`src/rtl/vcfg_pkg.sv`:
```
package vcfg_pkg;

    typedef enum logic [2:0] {
        ST_IDLE,
        ST_ADDR,
        ST_ADDR_ACK,
        ST_WR_BYTE,
        ST_WR_ACK,
        ST_RD_BYTE,
        ST_RD_ACK
    } link_state_t;

    localparam int NCH = 3;
    localparam int BYTE_W = 8;

    localparam logic [7:0] REG_GAIN_BASE = 8'h02;
    localparam logic [7:0] REG_OFST_BASE = 8'h05;
    localparam logic [7:0] REG_CLAMP_POS = 8'h08;
    localparam logic [7:0] REG_CLAMP_LEN = 8'h09;
    localparam logic [7:0] REG_FIRST     = 8'h02;
    localparam logic [7:0] REG_LAST      = 8'h09;

endpackage

```
`src/rtl/vcfg_sync.sv`:
```
module vcfg_sync #(
    parameter int   STAGES  = 2,
    parameter logic RST_VAL = 1'b1
) (
    input  logic clk,
    input  logic rst_n,
    input  logic d,
    output logic q
);
    logic [STAGES-1:0] chain;

    always_ff @(posedge clk) begin
        if (!rst_n) chain <= {STAGES{RST_VAL}};
        else        chain <= {chain[STAGES-2:0], d};
    end

    assign q = chain[STAGES-1];
endmodule

```
`src/rtl/vcfg_regfile.sv`:
```
module vcfg_regfile
    import vcfg_pkg::*;
#(
    parameter int         OFST_W  = 6,
    parameter logic [7:0] RST_VAL = 8'h80
) (
    input  logic                    clk,
    input  logic                    rst_n,
    input  logic                    wr_en,
    input  logic [7:0]              wr_addr,
    input  logic [7:0]              wr_data,
    input  logic [7:0]              rd_addr,
    output logic [7:0]              rd_data,
    output logic [NCH*BYTE_W-1:0]   gain_bus,
    output logic [NCH*OFST_W-1:0]   ofst_bus,
    output logic [7:0]              clamp_pos,
    output logic [7:0]              clamp_len
);
    localparam int PAD_W = BYTE_W - OFST_W;

    logic [BYTE_W-1:0] gain_q [NCH];
    logic [OFST_W-1:0] ofst_q [NCH];
    logic [7:0]        pos_q, len_q;

    for (genvar ch = 0; ch < NCH; ch++) begin : g_chan
        always_ff @(posedge clk) begin
            if (!rst_n) begin
                gain_q[ch] <= RST_VAL;
                ofst_q[ch] <= RST_VAL[BYTE_W-1 -: OFST_W];
            end else if (wr_en) begin
                if (wr_addr == REG_GAIN_BASE + 8'(ch)) gain_q[ch] <= wr_data;
                if (wr_addr == REG_OFST_BASE + 8'(ch)) ofst_q[ch] <= wr_data[BYTE_W-1 -: OFST_W];
            end
        end
        assign gain_bus[ch*BYTE_W +: BYTE_W] = gain_q[ch];
        assign ofst_bus[ch*OFST_W +: OFST_W] = ofst_q[ch];
    end

    always_ff @(posedge clk) begin
        if (!rst_n) begin
            pos_q <= RST_VAL;
            len_q <= RST_VAL;
        end else if (wr_en) begin
            if (wr_addr == REG_CLAMP_POS) pos_q <= wr_data;
            if (wr_addr == REG_CLAMP_LEN) len_q <= wr_data;
        end
    end

    assign clamp_pos = pos_q;
    assign clamp_len = len_q;

    always_comb begin
        rd_data = 8'h00;
        for (int c = 0; c < NCH; c++) begin
            if (rd_addr == REG_GAIN_BASE + 8'(c)) rd_data = gain_q[c];
            if (rd_addr == REG_OFST_BASE + 8'(c)) rd_data = {ofst_q[c], {PAD_W{1'b0}}};
        end
        if (rd_addr == REG_CLAMP_POS) rd_data = pos_q;
        if (rd_addr == REG_CLAMP_LEN) rd_data = len_q;
    end

    AST_UNMAPPED_NO_WRITE: assert property (@(posedge clk) disable iff (!rst_n)
        (wr_en && (wr_addr < REG_FIRST || wr_addr > REG_LAST)) |=>
            ($stable(gain_bus) && $stable(ofst_bus) && $stable(clamp_pos) && $stable(clamp_len)));

    AST_HOLD_WITHOUT_WRITE: assert property (@(posedge clk) disable iff (!rst_n)
        !wr_en |=> ($stable(gain_bus) && $stable(ofst_bus) && $stable(clamp_pos) && $stable(clamp_len)));
endmodule

```
`src/rtl/vcfg_link.sv`:
```
module vcfg_link
    import vcfg_pkg::*;
#(
    parameter logic [6:0] DEV_BASE = 7'h4C,
    parameter int         SEL_W    = 2
) (
    input  logic             clk,
    input  logic             rst_n,
    input  logic             scl_s,
    input  logic             sda_s,
    input  logic [SEL_W-1:0] dev_sel,
    input  logic [7:0]       rd_data,
    output logic             wr_en,
    output logic [7:0]       wr_addr,
    output logic [7:0]       wr_data,
    output logic [7:0]       rd_addr,
    output logic             sda_low
);
    localparam logic [3:0] BITS_PER_BYTE = 4'd8;
    localparam logic [3:0] LAST_TX_BIT   = 4'd7;

    link_state_t state, nxt;
    logic        scl_d, sda_d;
    logic [3:0]  cnt;
    logic [7:0]  shreg, tx, ptr;
    logic        rw, ptr_phase, mnack;
    logic        scl_rise, scl_fall, start_c, stop_c, addr_hit, byte_in_done;

    assign scl_rise     = scl_s & ~scl_d;
    assign scl_fall     = ~scl_s & scl_d;
    assign start_c      = scl_s & scl_d & sda_d & ~sda_s;
    assign stop_c       = scl_s & scl_d & ~sda_d & sda_s;
    assign addr_hit     = (shreg[7:1] == {DEV_BASE[6:SEL_W], dev_sel});
    assign byte_in_done = scl_fall && (cnt == BITS_PER_BYTE);

    // next-state logic
    always_comb begin
        nxt = state;
        unique case (state)
            ST_IDLE:     nxt = ST_IDLE;
            ST_ADDR:     if (byte_in_done) nxt = addr_hit ? ST_ADDR_ACK : ST_IDLE;
            ST_ADDR_ACK: if (scl_fall) nxt = rw ? ST_RD_BYTE : ST_WR_BYTE;
            ST_WR_BYTE:  if (byte_in_done) nxt = ST_WR_ACK;
            ST_WR_ACK:   if (scl_fall) nxt = ST_WR_BYTE;
            ST_RD_BYTE:  if (scl_fall && cnt == LAST_TX_BIT) nxt = ST_RD_ACK;
            ST_RD_ACK:   if (scl_fall) nxt = mnack ? ST_IDLE : ST_RD_BYTE;
            default:     nxt = ST_IDLE;
        endcase
        if (start_c)     nxt = ST_ADDR;
        else if (stop_c) nxt = ST_IDLE;
    end

    // state register
    always_ff @(posedge clk) begin
        if (!rst_n) state <= ST_IDLE;
        else        state <= nxt;
    end

    // shift, count and pointer datapath
    always_ff @(posedge clk) begin
        if (!rst_n) begin
            scl_d     <= 1'b1;
            sda_d     <= 1'b1;
            cnt       <= '0;
            shreg     <= '0;
            tx        <= '0;
            ptr       <= '0;
            rw        <= 1'b0;
            ptr_phase <= 1'b0;
            mnack     <= 1'b0;
        end else begin
            scl_d <= scl_s;
            sda_d <= sda_s;
            if (start_c) begin
                cnt <= '0;
            end else begin
                unique case (state)
                    ST_ADDR: begin
                        if (scl_rise) begin
                            shreg <= {shreg[6:0], sda_s};
                            cnt   <= cnt + 4'd1;
                        end
                        if (byte_in_done) begin
                            rw  <= shreg[0];
                            cnt <= '0;
                        end
                    end
                    ST_ADDR_ACK: begin
                        if (scl_fall) begin
                            cnt <= '0;
                            if (rw) begin
                                tx  <= rd_data;
                                ptr <= ptr + 8'd1;
                            end else begin
                                ptr_phase <= 1'b1;
                            end
                        end
                    end
                    ST_WR_BYTE: begin
                        if (scl_rise) begin
                            shreg <= {shreg[6:0], sda_s};
                            cnt   <= cnt + 4'd1;
                        end
                        if (byte_in_done) begin
                            cnt <= '0;
                            if (ptr_phase) begin
                                ptr       <= shreg;
                                ptr_phase <= 1'b0;
                            end else begin
                                ptr <= ptr + 8'd1;
                            end
                        end
                    end
                    ST_RD_BYTE: begin
                        if (scl_fall) begin
                            if (cnt == LAST_TX_BIT) begin
                                cnt <= '0;
                            end else begin
                                tx  <= {tx[6:0], 1'b0};
                                cnt <= cnt + 4'd1;
                            end
                        end
                    end
                    ST_RD_ACK: begin
                        if (scl_rise) mnack <= sda_s;
                        if (scl_fall && !mnack) begin
                            tx  <= rd_data;
                            ptr <= ptr + 8'd1;
                        end
                    end
                    default: ;
                endcase
            end
        end
    end

    // outputs
    always_comb begin
        wr_en   = (state == ST_WR_BYTE) && byte_in_done && !ptr_phase;
        wr_addr = ptr;
        wr_data = shreg;
        rd_addr = ptr;
        unique case (state)
            ST_ADDR_ACK, ST_WR_ACK: sda_low = 1'b1;
            ST_RD_BYTE:             sda_low = ~tx[7];
            default:                sda_low = 1'b0;
        endcase
    end

    AST_START_RESTARTS: assert property (@(posedge clk) disable iff (!rst_n)
        start_c |=> (state == ST_ADDR && cnt == 4'd0));

    AST_STOP_TO_IDLE: assert property (@(posedge clk) disable iff (!rst_n)
        (stop_c && !start_c) |=> (state == ST_IDLE));

    AST_ACK_NEEDS_MATCH: assert property (@(posedge clk) disable iff (!rst_n)
        (state == ST_ADDR_ACK && $past(state) == ST_ADDR) |->
            (shreg[7:1] == {DEV_BASE[6:SEL_W], dev_sel}));

    AST_WRITE_STEPS_PTR: assert property (@(posedge clk) disable iff (!rst_n)
        wr_en |=> (ptr == $past(ptr) + 8'd1));

    AST_READ_STEPS_PTR: assert property (@(posedge clk) disable iff (!rst_n)
        (state == ST_RD_ACK && scl_fall && !mnack && !start_c && !stop_c) |=>
            (ptr == $past(ptr) + 8'd1 && state == ST_RD_BYTE));

    AST_IDLE_RELEASED: assert property (@(posedge clk) disable iff (!rst_n)
        (state == ST_IDLE || state == ST_ADDR) |-> !sda_low);
endmodule

```
`src/rtl/vcfg_i2c_regs.sv`:
```
module vcfg_i2c_regs
    import vcfg_pkg::*;
#(
    parameter logic [6:0] DEV_BASE    = 7'h4C,
    parameter int         SEL_W       = 2,
    parameter int         SYNC_STAGES = 2,
    parameter int         OFST_W      = 6,
    parameter logic [7:0] RST_VAL     = 8'h80
) (
    input  logic             clk,
    input  logic             rst_n,
    input  logic             scl_i,
    input  logic             sda_i,
    input  logic [SEL_W-1:0] dev_sel,
    output logic             sda_pull_low,
    output logic [7:0]       gain_r,
    output logic [7:0]       gain_g,
    output logic [7:0]       gain_b,
    output logic [OFST_W-1:0] ofst_r,
    output logic [OFST_W-1:0] ofst_g,
    output logic [OFST_W-1:0] ofst_b,
    output logic [7:0]       clamp_start,
    output logic [7:0]       clamp_len
);
    logic                     scl_s, sda_s;
    logic                     wr_en;
    logic [7:0]               wr_addr, wr_data, rd_addr, rd_data;
    logic [NCH*BYTE_W-1:0]    gain_bus;
    logic [NCH*OFST_W-1:0]    ofst_bus;

    vcfg_sync #(.STAGES(SYNC_STAGES), .RST_VAL(1'b1)) u_scl_sync (
        .clk(clk), .rst_n(rst_n), .d(scl_i), .q(scl_s));

    vcfg_sync #(.STAGES(SYNC_STAGES), .RST_VAL(1'b1)) u_sda_sync (
        .clk(clk), .rst_n(rst_n), .d(sda_i), .q(sda_s));

    vcfg_link #(.DEV_BASE(DEV_BASE), .SEL_W(SEL_W)) u_link (
        .clk(clk), .rst_n(rst_n), .scl_s(scl_s), .sda_s(sda_s),
        .dev_sel(dev_sel), .rd_data(rd_data), .wr_en(wr_en),
        .wr_addr(wr_addr), .wr_data(wr_data), .rd_addr(rd_addr),
        .sda_low(sda_pull_low));

    vcfg_regfile #(.OFST_W(OFST_W), .RST_VAL(RST_VAL)) u_regs (
        .clk(clk), .rst_n(rst_n), .wr_en(wr_en), .wr_addr(wr_addr),
        .wr_data(wr_data), .rd_addr(rd_addr), .rd_data(rd_data),
        .gain_bus(gain_bus), .ofst_bus(ofst_bus),
        .clamp_pos(clamp_start), .clamp_len(clamp_len));

    assign gain_r = gain_bus[0*BYTE_W +: BYTE_W];
    assign gain_g = gain_bus[1*BYTE_W +: BYTE_W];
    assign gain_b = gain_bus[2*BYTE_W +: BYTE_W];
    assign ofst_r = ofst_bus[0*OFST_W +: OFST_W];
    assign ofst_g = ofst_bus[1*OFST_W +: OFST_W];
    assign ofst_b = ofst_bus[2*OFST_W +: OFST_W];
endmodule

```
`config.mk`:
```
export PLATFORM = sky130hd
export DESIGN_NAME = vcfg_i2c_regs
export DESIGN_NICKNAME = d
export VERILOG_FILES = /design/src/rtl/vcfg_pkg.sv /design/src/rtl/vcfg_sync.sv /design/src/rtl/vcfg_regfile.sv /design/src/rtl/vcfg_link.sv /design/src/rtl/vcfg_i2c_regs.sv
export SDC_FILE = /design/constraint.sdc
export NUM_CORES = 1
export LEC_CHECK = 0
export ABC_CLOCK_PERIOD_IN_PS = 2800
export BUFFER_PORTS_ARGS = -buffer_cell sky130_fd_sc_hd__buf_2
export CAP_MARGIN = 10
export CORE_AREA = 2 2 99 111
export CTS_BUF_LIST = sky130_fd_sc_hd__clkbuf_8
export CTS_CLUSTER_DIAMETER = 100
export CTS_CLUSTER_SIZE = 25
export DETAILED_ROUTE_END_ITERATION = 7
export DIE_AREA = 0 0 101 113
export GPL_ROUTABILITY_DRIVEN = 0
export PLACE_DENSITY_LB_ADDON = 0.05
export SLEW_MARGIN = 30
export SYNTH_ARGS = -nofsm -noshare
export SYNTH_HDL_FRONTEND = slang
export SYNTH_SLANG_ARGS = --single-unit
export TNS_END_PERCENT = 1
```
`constraint.sdc`:
```
create_clock -name clk -period 2.8 [get_ports clk]
set_input_delay 0.56 -clock clk [delete_from_list [all_inputs] [get_ports clk]]
set_output_delay 0.56 -clock clk [all_outputs]
set_load 0.03 [all_outputs]
```
==> Yosys cells after proc, flatten, opt, wreduce, memory -nomap -nowiden <==
Memories as Yosys holds them, arrays and structs flattened.
Index checks and enable logic that the tools add are counted.
{ "totals": {"input_bits": 6, "output_inout_bits": 59, "reg_bits": 56, "ramBits": 42, "word_cells": 174, "romBits": 0, "latchBits": 0, "mem_count": 2} }
{ "classes": {"shift": 0, "n_eq_ne": 35, "mux": 74, "bitwise_logic": 20, "n_reduce_logical": 26, "addsub": 2, "order_cmp": 0, "n_div": 0, "n_mul": 0} }
{ "mem_list": {"columns": ["memory", "depth", "width", "read_ports", "rd_clocked_by_memory_dff", "write_ports", "line", "source"], "rows": [
  ["u_regs.gain_q", 3, 8, 3, 0, 3, "vcfg_regfile.sv:21", "logic [BYTE_W-1:0] gain_q [NCH];"],
  ["u_regs.ofst_q", 3, 6, 3, 0, 3, "vcfg_regfile.sv:22", "logic [OFST_W-1:0] ofst_q [NCH];"]
]} }
{ "ops": {"columns": ["operator", "n"], "rows": [
  ["8-bit 2-to-1 mux", 21],
  ["8-bit one-hot mux with 3 select lines", 2],
  ["8-bit by 3-bit equality test with 1-bit output, second input constant", 4],
  ["1-bit 2-to-1 mux", 30],
  ["3-bit 2-to-1 mux", 8],
  ["4-bit by 1-bit != test with 1-bit output, second input constant", 6],
  ["4-bit 2-to-1 mux", 5],
  ["6-bit 2-to-1 mux", 3],
  ["2-bit by 1-bit != test with 1-bit output, second input constant", 9],
  ["3-bit one-hot mux with 6 select lines", 1],
  ["6-bit AND reduction", 3],
  ["8-bit by 2-bit equality test with 1-bit output, second input constant", 2],
  ["8-bit by 4-bit equality test with 1-bit output, second input constant", 2],
  ["4-bit one-hot mux with 3 select lines", 1],
  ["3-bit equality test, second input constant", 3],
  ["3-bit AND reduction", 3],
  ["3-bit nonzero test", 3],
  ["8-bit by 1-bit adder with 8-bit output, second input constant", 1],
  ["1-bit AND", 7],
  ["7-bit equality test", 1],
  ["1-bit NOT", 7],
  ["7-bit AND reduction", 1],
  ["3-bit by 2-bit equality test with 1-bit output, second input constant", 2],
  ["1-bit OR", 6],
  ["other kinds (16)", 26]
]} }

==> Longest topological paths before layout <==
Gate-level depths: netlist of the first run.
{ "logic_depth": {"depth_word": 12, "mapped_depth": 9, "mapped_depth_nobuf": 7} }

==> Cells and area by module <==
Synthesis of the first run repeated with hierarchy kept, for this count alone.
{ "hier_totals": {"hier_cells": 562, "hier_area_um2": 5276.3} }
{ "by_module_without_submodules": {"columns": ["module", "n_inst", "cells_per_inst", "area_each_um2"], "rows": [
  ["vcfg_regfile", 1, 287, 3075.4],
  ["vcfg_link", 1, 267, 2095.8],
  ["vcfg_sync", 2, 4, 52.6]
]} }

==> Least setup slack after synthesis of the first run <==
No wires, ideal clock.
{ "synth_path": {"path_kind": "register to register", "from": "reg u_link.ptr[4], in the netlist u_link.rd_addr[4]", "to": "mem u_regs.gain_q[1][0], enable pin", "arrival_time_ns": 2.063, "setup_ns": 0.384, "path_slack_ns": 0.353, "synth_period_minus_slack_ns": 2.447, "t_required_ns": 2.416, "path_stages_with_launch": 5, "path_cell_list": "dfxtp_1 -> or4_1 -> buf_2 -> or3_4 -> o21ai_0"} }
{ "synth_lines": {"columns": ["element", "line", "source"], "rows": [
  ["from (decl)", "vcfg_link.sv:25", "logic [7:0] shreg, tx, ptr;"],
  ["from (signal assigned)", "vcfg_link.sv:93", "ptr <= ptr + 8'd1;"],
  ["from (signal assigned)", "vcfg_link.sv:107", "ptr <= shreg;"],
  ["from (signal assigned)", "vcfg_link.sv:110", "ptr <= ptr + 8'd1;"],
  ["to (decl)", "vcfg_regfile.sv:21", null]
]} }

==> results of run 1 <==
[cell families (layout without fill, tap and decap cells)]
logic type,after synthesis,count (layout),share of synthesized area
and+or+nand+nor,227,227,0.239
AOI/OAI and AO/OA,146,146,0.192
DFF,98,98,0.472
buffers and inverters,50,118,0.0387
muxes,19,19,0.0377
adders and majority gates,6,6,0.0149
xor gates and xnor gates,3,3,0.00521
[layout make-up]
class / count / area [um^2] / area share
multi-input cells: 401 / 2470 / 0.426
repair buffers: 89 / 508 / 0.0876
clock buffers: 9 / 124 / 0.0214
inverters: 13 / 48.8 / 0.00841
clock inverters: 7 / 114 / 0.0196
well taps: 123 / 154 / 0.0265
flip-flops and latches: 98 / 2380 / 0.411
[routing by layer]
layer	vias to the layer above	track usage	share of wire
met5	-	0	0
met4	0	0.0991	0.025
met3	33	0.0469	0.079
met2	202	0.408	0.45
met1	2159	0.389	0.45
li1	2124	-	-
[stage by stage]
| step | power (W) | instance area, um^2 | util | hold WS, ps |
|---|---|---|---|---|
| floorplan | 0.00167 | 5050 | - | 386 |
| global placement | 0.00173 | 5560 | 0.543 | 396 |
| detailed placement | 0.00173 | 5560 | 0.543 | 402 |
| CTS | 0.00277 | 5800 | 0.566 | 342 |
| global route | 0.00284 | 5800 | 0.566 | 346 |
| finish | 0.00277 | 5800 | 0.566 | 347 |
[worst max-delay path by stage]
stage | from | to | slack (ps)
after floorplan | u_link.rd_addr[4] | u_regs.gain_q[1][0] | 350
after global placement | u_link.rd_addr[5] | u_regs.gain_q[0][2] | 460
after detailed placement | u_link.cnt[0] | u_regs.clamp_pos[3] | 430
after CTS | u_link.rd_addr[5] | u_regs.gain_q[0][7] | 420
after global routing | u_link.rd_addr[5] | u_regs.gain_q[0][7] | 230
final | u_link.rd_addr[5] | u_regs.gain_q[0][6] | 400
[state kept, by name (all words and copies together) (netlist names)]
| register | cells |
|---|---|
| u_link.cnt | 4 |
| u_link.mnack | 1 |
| u_link.ptr_phase | 1 |
| u_link.rd_addr | 8 |
| u_link.rw | 1 |
| u_link.scl_d | 1 |
| u_link.sda_d | 1 |
| u_link.state | 3 |
| u_link.tx | 8 |
| u_link.wr_data | 8 |
| u_regs.clamp_len | 8 |
| u_regs.clamp_pos | 8 |
| u_regs.gain_q | 24 |
| u_regs.ofst_q | 18 |
| u_scl_sync.chain | 2 |
| u_sda_sync.chain | 2 |
[where the power goes]
| part | total (W) | internal [W] | leakage, nW | switching [W] |
|---|---|---|---|---|
| combinational | 0.000157 | 0.0000422 | 1.07 | 0.000114 |
| clock | 0.00107 | 0.000521 | 0.118 | 0.000550 |
| sequential | 0.00154 | 0.00152 | 0.834 | 0.0000237 |
[layout by cell type, fill, tap and decap left out, drive strengths merged, types with 12 or more instances in the layout]
| cell type | Yosys | final |
|---|---|---|
| nand2 | 65 | 65 |
| nand2b | 21 | 21 |
| buf | 9 | 89 |
| a21oi | 37 | 37 |
| dfxtp | 56 | 56 |
| nor2 | 41 | 41 |
| o22ai | 13 | 13 |
| and2 | 39 | 39 |
| edfxtp | 42 | 42 |
| mux2i | 19 | 19 |
| inv | 11 | 12 |
| o21ai | 30 | 30 |
==> results.md, run 1 <==
* Max Clock Freq at 417 MHz
* DRC errors left at 0
* Setup TNS at 0 ps
* Outcome: completed
* Slew HR at 0.475
* Hold_buf cts at 0
* Global routing usage summed across all routing layers at 0.270
* IO Count at 65
* IR drop worst, VDD at 272 uV
* Register bit total from synthesis at slightly below 100
* Worst clock skew at between 10 and 15 ps
* Pre-CTS worst setup slack at 429 ps
* Endpoint kind of the worst setup timing path: flop
* Number of antenna-violating nets in the routed design at 0
* Power density relative to cell area at 477 nW/um^2
* Number of antenna violations at the first check in global routing at 0
* Required arrival time at the worst endpoint at 2890 ps
* Delay of the slowest cell on the worst path at 730 ps
* Ratio of cells with drive above 1 in the final layout at 0.186
* Cells traversed along the worst timing path: or4_1, nor3_1, nand2_1, o21ai_0, buf_4
* Reg2Reg Depth at 5
* Crit Path Max Fanout at 11
* Routed wire length at around 15000 um
* Level count of the clock H-tree at 3
* Fraction of synthesized cell area taken by the top area cell type at 0.250
* Highest-delay cell along the critical path: or4_1
* Most frequent cell after synthesis: nand2_1
* TritonCTS clock tree: done
* Netlist area before placement at 5050 um^2
* RSZ-0062 raised after global routing: no
* Number of detailed-route iterations in the first pass at 5
* First-pass GRT wire length at 23400 um
* Clock-pin slew on the worst setup and hold paths at 100 ps
* Worst Hold Class: input pin to flop
* Kind of cell with the highest combined delay on the critical path: simple AND/OR/NAND/NOR gates
* Cells resized by post-CTS repair at 0
* Startpoint class of the critical path: flop
* Data arrival at the endpoint of the critical path at 2490 ps
* Non-Filler Instances at 740
* Die Span Y at about 110 um
* R2R Path Start: u_link.rd_addr[5]
* Starting utilization of the core area at 0.493
* Post-layout nets at about 620
* GRT overflow at 0
* Cell count along the critical path at 5
* Most common library cells after synthesis: nand2_1, dfxtp_1, edfxtp_1
* Growth of design area from synthesis to finish at 14.9%
* DRC violation total after the first TritonRoute iteration at 448
* Vias per std cell at 6.11
* R2R Path End: u_regs.gain_q[0][6]
* Number of enable flip-flop cells after synthesis at 42
* Area enclosed by the die boundary at 11400 um^2
* Width of the die at about 100 um
* Final Hold Fails at 0
* Largest cells by area after synthesis: edfxtp_1, dfxtp_1, and2_1
* Vias at 4518
* Insertion delay of the later-clocked pin in the worst-skew pair at 380 ps
* Post-detailed-route wirelength per cell at 20.3 um
* Critical hold path startpoint: scl_i
* Number of I/O port buffers at 64
* Leakage Power at 2.02 nW
* Maximum Capacitance Violations at 0
* Average size of a mapped cell at 9.20 um^2
* Estimated wirelength of the detail-placed design at 10700 um
* Share of the clock period used by the worst path after layout at 0.857
* Clock net sink count at 98
* Antenna diode instance count at 0
* Num rows at 39
* R2R Setup Slk at 400 ps
* # fillers at 959
* Count of pins over their slew limit at 0
* Most area-hungry cell type in the Yosys netlist: edfxtp_1
* Placeable Area at 10200 um^2
* Final critical-path required period at approximately 2400 ps
* Buffers plus inverters on the worst setup path at 1
* Min-Delay Endpoint: u_scl_sync.chain[0]
* Sequential area share after synthesis at 0.472
* Final Setup Violations at 0
* Number of global-route vias before repair at 4172
* Startpoint-to-endpoint class of the critical path: flop to flop
* Master cell of the clock root buffer: clkbuf_8
* Instance count along the most critical hold path at 2
* Smallest setup slack after layout at 401 ps
* Instance count of the mapped netlist at 549
* Fraction of registers with async set/reset at 0
* Setup fix buffers added after clock tree synthesis at 0
* Slew @ Worst Pin at just under 800 ps
* Post-Synthesis Net Count at about 560
* Maximum number of pins on one net before global-route repair at 37
* Number of buffers between clock root and the deepest sink at 2
* CTS Buf Count at 9
* Ys Warns at 0
* Number of library cell types mapped by synthesis at 65
* Cell Count Post-Placement at just over 700
* Predominant post-synthesis flop cell: dfxtp_1
No activity file was read; power rests on OpenSTA's default activity.
==> run 2: changes to the inputs <==
ABC_CLOCK_PERIOD_IN_PS = 2000   (was 2800)
CORE_AREA = 2 2 96 107   (was 2 2 99 111)
DIE_AREA = 0 0 98 109   (was 0 0 101 113)
clock period = 2 ns   (was 2.8 ns; I/O delays follow)
==> results.md, run 2 (synthesis results as in run 1) <==
* Outcome: finished, violations left (was completed)
* Number of global-route vias before repair at 4541 (was 4172)
* Highest-delay cell along the critical path: or4_4 (was or4_1)
* Die Span Y at 109 um (was 113 um)
* Clock power share at 0.355 (was 0.387)
* Share of the clock period used by the worst path after layout at 1.01 (was 0.857)
* Clock-pin slew on the worst setup and hold paths at 100 ps (about the same)
* Insertion delay of the later-clocked pin in the worst-skew pair at 380 ps (about the same)
* R2R Path Start: u_link.cnt[0] (was u_link.rd_addr[5])
* Num rows at 38 (was 39)
* Routed wire length at 15500 um (was 15000 um)
* Register with the most flip-flops: u_regs.gain_q (unchanged)
* Max Clock Freq at 494 MHz (was 417 MHz)
* Final design area excluding fillers at 6330 um^2 (was 5800 um^2)
* Maximum number of pins on one net before global-route repair at 36 (was 37)
* Number of detailed-route iterations in the first pass at 5 (unchanged)
* Cell count along the critical path at 8 (was 5)
* Number of antenna-violating nets in the routed design at 0 (unchanged)
* Reg2Reg Depth at 8 (was 5)
* Violated checks: setup timing
* Count of pins over their slew limit at 0 (unchanged)
* CTS Buf Count at 9 (unchanged)
* Switching power total at 0.000948 W (was 0.000689 W)
* Vias at 4752 (was 4518)
* Final Hold Slack at 198 ps (was 347 ps)
* Most common library cell in the layout ignoring fill and taps: buf_4 (was nand2_1)
* Startpoint-to-endpoint class of the critical path: flop to flop (unchanged)
* Power density relative to cell area at 586 nW/um^2 (was 477 nW/um^2)
* Cell area after placement at 5980 um^2 (was 5560 um^2)
* Endpoint kind of the worst setup timing path: flop (unchanged)
* Leakage Power at 2.28 nW (was 2.02 nW)
* Fraction of power consumed by combinational cells at 0.064 (was 0.057)
* Width of the die at 98 um (was 101 um)
* First-pass GRT wire length at 24000 um (was 23400 um)
* TritonCTS clock tree: done (unchanged)
* Smallest setup slack after layout at -25.2 ps (was 401 ps)
* Part of the total power dissipated in sequential elements at 0.581 (was 0.556)
* R2R Setup Slk at -30 ps (was 400 ps)
* Ratio of cells with drive above 1 in the final layout at 0.287 (was 0.186)
* Fraction of power spent switching nets at 0.255 (was 0.249)
* RSZ-0062 raised after global routing: yes (was no)
* IO Count at 65 (unchanged)
* Final critical-path required period at 2030 ps (was 2400 ps)
* Max FFs per register at 24 (unchanged)
* Level count of the clock H-tree at 3 (unchanged)
* Vias per std cell at 6.05 (was 6.11)
* Master cell of the clock root buffer: clkbuf_8 (unchanged)
* Slew HR at 0.604 (was 0.475)
* GRT overflow at 0 (unchanged)
* Internal power contribution at 0.00276 W (was 0.00208 W)
* Placeable Area at 9650 um^2 (was 10200 um^2)
* Crit Path Max Fanout at 6 (was 11)
* Most frequent cells in the layout: buf_4, buf_2, nand2_1 (was nand2_1, buf_2, dfxtp_1)
* R2R Path End: u_regs.clamp_pos[3] (was u_regs.gain_q[0][6])
* Clock net sink count at 98 (unchanged)
* DRC violation total after the first TritonRoute iteration at 318 (was 448)
* Antenna diode instance count at 0 (unchanged)
* DRC errors left at 0 (unchanged)
* Required arrival time at the worst endpoint at 2270 ps (was 2890 ps)
* Post-detailed-route wirelength per cell at 19.7 um (was 20.3 um)
* Post-layout nets at 672 (was 624)
* Largest regs: u_regs.gain_q (24), u_regs.ofst_q (18) (unchanged)
* Kind of cell with the highest combined delay on the critical path: simple AND/OR/NAND/NOR gates (unchanged)
* Number of antenna violations at the first check in global routing at 0 (unchanged)
* Critical Path Source: u_link.cnt[0] (was u_link.rd_addr[5])
* Number of I/O port buffers at 64 (unchanged)
* Worst clock skew at 12.4 ps (was 10.4 ps)
* Estimated wirelength of the detail-placed design at 11200 um (was 10700 um)
* Data arrival at the endpoint of the critical path at 2290 ps (was 2490 ps)
* Startpoint class of the critical path: flop (unchanged)
* Starting utilization of the core area at 0.523 (was 0.493)
* Buffers plus inverters on the worst setup path at 2 (was 1)
* Global routing usage summed across all routing layers at 0.292 (was 0.270)
* Destination of the critical timing path: u_regs.clamp_pos[3] (was u_regs.gain_q[0][6])
* IR drop worst, VDD at 492 uV (was 272 uV)
* Pre-CTS worst setup slack at -135 ps (was 429 ps)
* Number of buffers between clock root and the deepest sink at 2 (unchanged)
* Final Setup Violations at 1 (was 0)
* Worst Hold Class: input pin to flop (unchanged)
* Area enclosed by the die boundary at 10700 um^2 (was 11400 um^2)
* Cells traversed along the worst timing path: inv_2, ha_4, nand3b_4, or4_4, nor3_4, buf_6, mux2i_2, nor2_1 (was or4_1, nor3_1, nand2_1, o21ai_0, buf_4)
* Delay of the slowest cell on the worst path at 610 ps (was 730 ps)
* Slew @ Worst Pin at 593 ps (was 782 ps)
* Final Hold Fails at 0 (unchanged)
* Maximum Capacitance Violations at 0 (unchanged)
* Growth of design area from synthesis to finish at 25.5% (was 14.9%)
## run 2: cell types whose count changed in the layout (fill, tap and decap cells not counted), sizes merged
cell      delta
buf         +48
bufinv       -1
clkbuf       +1
clkinv       -3
clkinvlp     +1
inv          +2
## run 2: routing by layer
| layer | share of wire | wire [um] | global-route usage | vias up |
|---|---|---|---|---|
| met4 | 0.028 | 431 | 0.102 | 0 |
| met1 | 0.41 | 6390 | 0.385 | 2302 |
| met5 | 0 | 0 | 0 | - |
| li1 | - | - | - | 2226 |
| met2 | 0.49 | 7620 | 0.493 | 191 |
| met3 | 0.067 | 1040 | 0.0449 | 33 |
## run 2: power groups by stage
stage	registers [W]	clock network [W]	logic, W
after floorplan	0.00227	0	0.0000694
after global placement	0.00220	0	0.000230
after detailed placement	0.00220	0	0.000233
after CTS	0.00215	0.00132	0.000236
after global routing	0.00216	0.00139	0.000255
final	0.00215	0.00132	0.000239
## run 2: timing repair
| action | 4_1_cts | 5_1_grt |
|---|---|---|
| hold buffers | 0 | 0 |
| setup buffers | 0 | 1 |
| gates resized for setup | 17 | 21 |
| endpoints found under the setup margin | 82 | 93 |
| gates cloned | 0 | 0 |
| hold endpoints to repair | 0 | 0 |
| pin swaps | 2 | 9 |
## run 2: worst reg2reg max path, delay by kind of cell (launching register included)
| kind | cells | cell delay, ps |
|---|---|---|
| simple gates | 4 | 990 |
| buf+inv | 2 | 220 |
| flops | 1 | 340 |
| fa+ha+maj | 1 | 140 |
| mux | 1 | 220 |
## run 2: layout make-up
class / count / area, um^2
fill: 826 / 3320
multi-input combinational: 401 / 2610
sequential: 98 / 2390
timing repair buffer: 137 / 933
tap: 120 / 150
clock buffer: 10 / 138
clock inverter: 6 / 62.6
inverter: 13 / 48.8
## run 2: how the worst min path moves through the flow
stage                                   start                   to  slack [ps]  cells after the start
after CTS                               sda_i  u_sda_sync.chain[0]         190                      2
after floorplan           u_scl_sync.chain[0]  u_scl_sync.chain[1]         390                      1
final                                   sda_i  u_sda_sync.chain[0]         200                      2
after global routing                    sda_i  u_sda_sync.chain[0]         210                      2
after global placement    u_sda_sync.chain[0]  u_sda_sync.chain[1]         390                      1
after detailed placement  u_sda_sync.chain[0]  u_sda_sync.chain[1]         390                      1
## run 2: stage by stage
| stage | power [W] | util | std cells | TNS (ps) |
|---|---|---|---|---|
| 2_1_floorplan | 0.00234 | - | 549 | -2220 |
| 3_3_place_gp | 0.00243 | 0.619 | 769 | -3310 |
| 3_5_place_dp | 0.00243 | 0.619 | 769 | -4370 |
| 4_1_cts | 0.00371 | 0.646 | 785 | -558 |
| 5_1_grt | 0.00380 | 0.656 | 785 | -1530 |
| 6_report | 0.00371 | 0.656 | 785 | -25.2 |
==> run 3: changes to the inputs <==
CORE_AREA = 2 2 97 108   (was 2 2 96 107)
DIE_AREA = 0 0 99 110   (was 0 0 98 109)
SYNTH_HIERARCHICAL = 1   (was not set)
==> results.md, run 3 <==
* Startpoint class of the critical path: flop (unchanged)
* Vias per std cell at 5.83 (was 6.05)
* Fraction of power consumed by combinational cells at 0.279 (was 0.064)
* Width of the die at 99 um (was 98 um)
* Netlist area before placement at 5280 um^2 (was 5050 um^2)
* Average size of a mapped cell at 9.39 um^2 (was 9.20 um^2)
* Area share of fa/ha/maj cells after synthesis at 0.00711 (was 0.0149)
* # fillers at 813 (was 826)
* Clock-pin slew on the worst setup and hold paths at 90 ps (was 100 ps)
* Number of global-route vias before repair at 4338 (was 4541)
* Largest regs: u_regs/gain_q (24), u_regs/ofst_q (18) (was u_regs.gain_q (24), u_regs.ofst_q (18))
* Fraction of power spent switching nets at 0.329 (was 0.255)
* Endpoint kind of the worst setup timing path: flop (unchanged)
* Growth of design area from synthesis to finish at 22.9% (was 25.5%)
* Placeable Area at 9750 um^2 (was 9650 um^2)
* Max Clock Freq at 481 MHz (was 494 MHz)
* Smallest setup slack after layout at -81.0 ps (was -25.2 ps)
* Max FFs per register at 24 (unchanged)
* Count of pins over their slew limit at 0 (unchanged)
* Most frequent cells in the layout: nand2_1, buf_2, buf_4 (was buf_4, buf_2, nand2_1)
* Area fraction in compound gates after synthesis at 0.170 (was 0.192)
* Part of the total power dissipated in sequential elements at 0.467 (was 0.581)
* Number of library cell types mapped by synthesis at 62 (was 65)
* Num rows at 38 (unchanged)
* Master cell of the clock root buffer: clkbuf_8 (unchanged)
* Final Setup Violations at 26 (was 1)
* Predominant post-synthesis flop cell: dfxtp_1 (unchanged)
* Slew HR at 0.640 (was 0.604)
* Number of antenna violations at the first check in global routing at 0 (unchanged)
* Utilization after layout at 0.665 (was 0.656)
* Pre-CTS worst setup slack at -91.0 ps (was -135 ps)
* Level count of the clock H-tree at 3 (unchanged)
* Violated checks: setup timing (unchanged)
* Vias at 4631 (was 4752)
* Number of detailed-route iterations in the first pass at 5 (unchanged)
* Register bit total from synthesis at 98 (unchanged)
* Clock net sink count at 98 (unchanged)
* Simple-gate portion of the synthesized area at 0.269 (was 0.239)
* Worst Hold Class: input pin to flop (unchanged)
* Number of I/O port buffers at 64 (unchanged)
* DRC violation total after the first TritonRoute iteration at 331 (was 318)
* Final design area excluding fillers at 6490 um^2 (was 6330 um^2)
* Starting utilization of the core area at 0.541 (was 0.523)
* Internal power contribution at 0.00336 W (was 0.00276 W)
* Global routing usage summed across all routing layers at 0.276 (was 0.292)
* GRT overflow at 0 (unchanged)
* Crit Path Max Fanout at 6 (unchanged)
* Startpoint-to-endpoint class of the critical path: flop to flop (unchanged)
* Instance count of the mapped netlist at 562 (was 549)
* Maximum number of pins on one net before global-route repair at 22 (was 36)
* Proportion of synthesized area in mux cells at 0.0455 (was 0.0377)
* Leakage Power at 2.50 nW (was 2.28 nW)
* Insertion delay of the later-clocked pin in the worst-skew pair at 380 ps (about the same)
* Most frequent cell after synthesis: nand2_1 (unchanged)
* Post-Synthesis Net Count at 571 (was 561)
* Clock power share at 0.254 (was 0.355)
* Routed wire length at 14600 um (was 15500 um)
* Maximum Capacitance Violations at 0 (unchanged)
* Most area-hungry cell type in the Yosys netlist: edfxtp_1 (unchanged)
* Post-detailed-route wirelength per cell at 18.4 um (was 19.7 um)
* Share of the clock period used by the worst path after layout at 1.04 (was 1.01)
* Post-layout nets at 678 (was 672)
* Fraction of synthesized cell area in xor and xnor cells at 0.00664 (was 0.00520)
* Cell area after placement at 6150 um^2 (was 5980 um^2)
* Estimated wirelength of the detail-placed design at 10800 um (was 11200 um)
* Most common library cell in the layout ignoring fill and taps: nand2_1 (was buf_4)
* Final critical-path required period at 2080 ps (was 2030 ps)
* Outcome: finished, violations left (unchanged)
* Fraction of registers with async set/reset at 0 (unchanged)
* Hold_buf cts at 0 (unchanged)
* Slew @ Worst Pin at 539 ps (was 593 ps)
* RSZ-0062 raised after global routing: yes (unchanged)
* Total area of sequential cells at 2390 um^2 (about the same)
* First-pass GRT wire length at 22900 um (was 24000 um)
* Switching power total at 0.00165 W (was 0.000948 W)
* Non-Filler Instances at 794 (was 785)
* Data arrival at the endpoint of the critical path at 2210 ps (was 2290 ps)
* Sequential area share after synthesis at 0.452 (was 0.472)
* DRC errors left at 0 (unchanged)
* Power density relative to cell area at 772 nW/um^2 (was 586 nW/um^2)
* Ys Warns at 6 (was 0)
* Most common library cells after synthesis: nand2_1, dfxtp_1, nor2_1 (was nand2_1, dfxtp_1, edfxtp_1)
* Register with the most flip-flops: u_regs/gain_q (was u_regs.gain_q)
* Final Hold Fails at 0 (unchanged)
* Cell Count Post-Placement at 777 (was 769)
* IR drop worst, VDD at 524 uV (was 492 uV)
* Fraction of synthesized cell area taken by the top area cell type at 0.239 (was 0.250)
* IO Count at 65 (unchanged)
* Worst clock skew at 10.9 ps (was 12.4 ps)
* Area enclosed by the die boundary at 10900 um^2 (was 10700 um^2)
* Antenna diode instance count at 0 (unchanged)
* TritonCTS clock tree: done (unchanged)
* Ratio of cells with drive above 1 in the final layout at 0.283 (was 0.287)
* Largest cells by area after synthesis: edfxtp_1, dfxtp_1, nand2_1 (was edfxtp_1, dfxtp_1, and2_1)
* Required arrival time at the worst endpoint at 2130 ps (was 2270 ps)
* Number of enable flip-flop cells after synthesis at 42 (unchanged)
* Number of buffers between clock root and the deepest sink at 2 (unchanged)
* Number of antenna-violating nets in the routed design at 0 (unchanged)
* Die Span Y at 110 um (was 109 um)
* CTS Buf Count at 9 (unchanged)
* Combinational family with the most area after synthesis: simple AND/OR/NAND/NOR gates (unchanged)
* Area used by multi-input combinational logic at 2790 um^2 (was 2610 um^2)
## run 3: final timing paths
check	start	end	slack, ps	depth (start not counted)
setup / recovery	u_link/cnt[2]	u_regs/ofst_q[1][5]	-80	6
hold / removal	scl_i	u_scl_sync/chain[0]	210	2
setup reg to reg	u_link/cnt[2]	u_regs/ofst_q[1][5]	-80	6
hold reg to reg	u_scl_sync/chain[0]	u_scl_sync/chain[1]	420	1
## run 3: logic make-up after synthesis
| kind of cell | count (synthesis) |
|---|---|
| buf+inv | 52 |
| flops | 98 |
| compound gates | 121 |
| simple gates | 260 |
| xor+xnor | 4 |
| fa+ha+maj | 3 |
| mux | 24 |
## run 3: through the flow
stage	setup TNS (ps)	power, W	hold WS (ps)
2_1_floorplan	-1220	0.00327	386
3_5_place_dp	-1770	0.00368	401
6_report	-930	0.00501	209
3_3_place_gp	-747	0.00365	396
4_1_cts	-72.5	0.00496	197
5_1_grt	-4780	0.00523	198
## run 3: final cells by class
type,count,area share
multi-input cells,412,0.429
flip-flops and latches,98,0.369
repair buffers,133,0.141
well taps,120,0.0231
clock buffers,9,0.0191
clock inverters,7,0.00965
inverters,15,0.00868
## run 3: power groups by stage
| stage | clock [W] | sequential [W] | combinational [W] |
|---|---|---|---|
| 2_1_floorplan | 0 | 0.00241 | 0.000860 |
| 6_report | 0.00127 | 0.00234 | 0.00140 |
| 5_1_grt | 0.00137 | 0.00236 | 0.00151 |
| 4_1_cts | 0.00129 | 0.00233 | 0.00133 |
| 3_3_place_gp | 0 | 0.00237 | 0.00129 |
| 3_5_place_dp | 0 | 0.00237 | 0.00130 |
## run 3: critical path, stage by stage (launching register included)
cell	delay, ps
dfxtp_2	320
and4bb_2	330
nand2_4	80
nor4b_4	350
nand4b_1	230
buf_6	200
or3_1	310
## run 3: repair_timing
item | 4_1_cts | 5_1_grt
endpoints found under the setup margin | 72 | 104
pin swaps | 8 | 12
resized for setup | 10 | 25
cloned | 0 | 0
setup buffers | 1 | 0
## run 3: routing by layer
metal  up-vias  track usage  routed length (um)
li1       2235            -                   -
met1      2213        0.371                6460
met2       160        0.460                7030
met3        23       0.0448                 835
met4         0       0.0920                 313
met5         -            0                   0
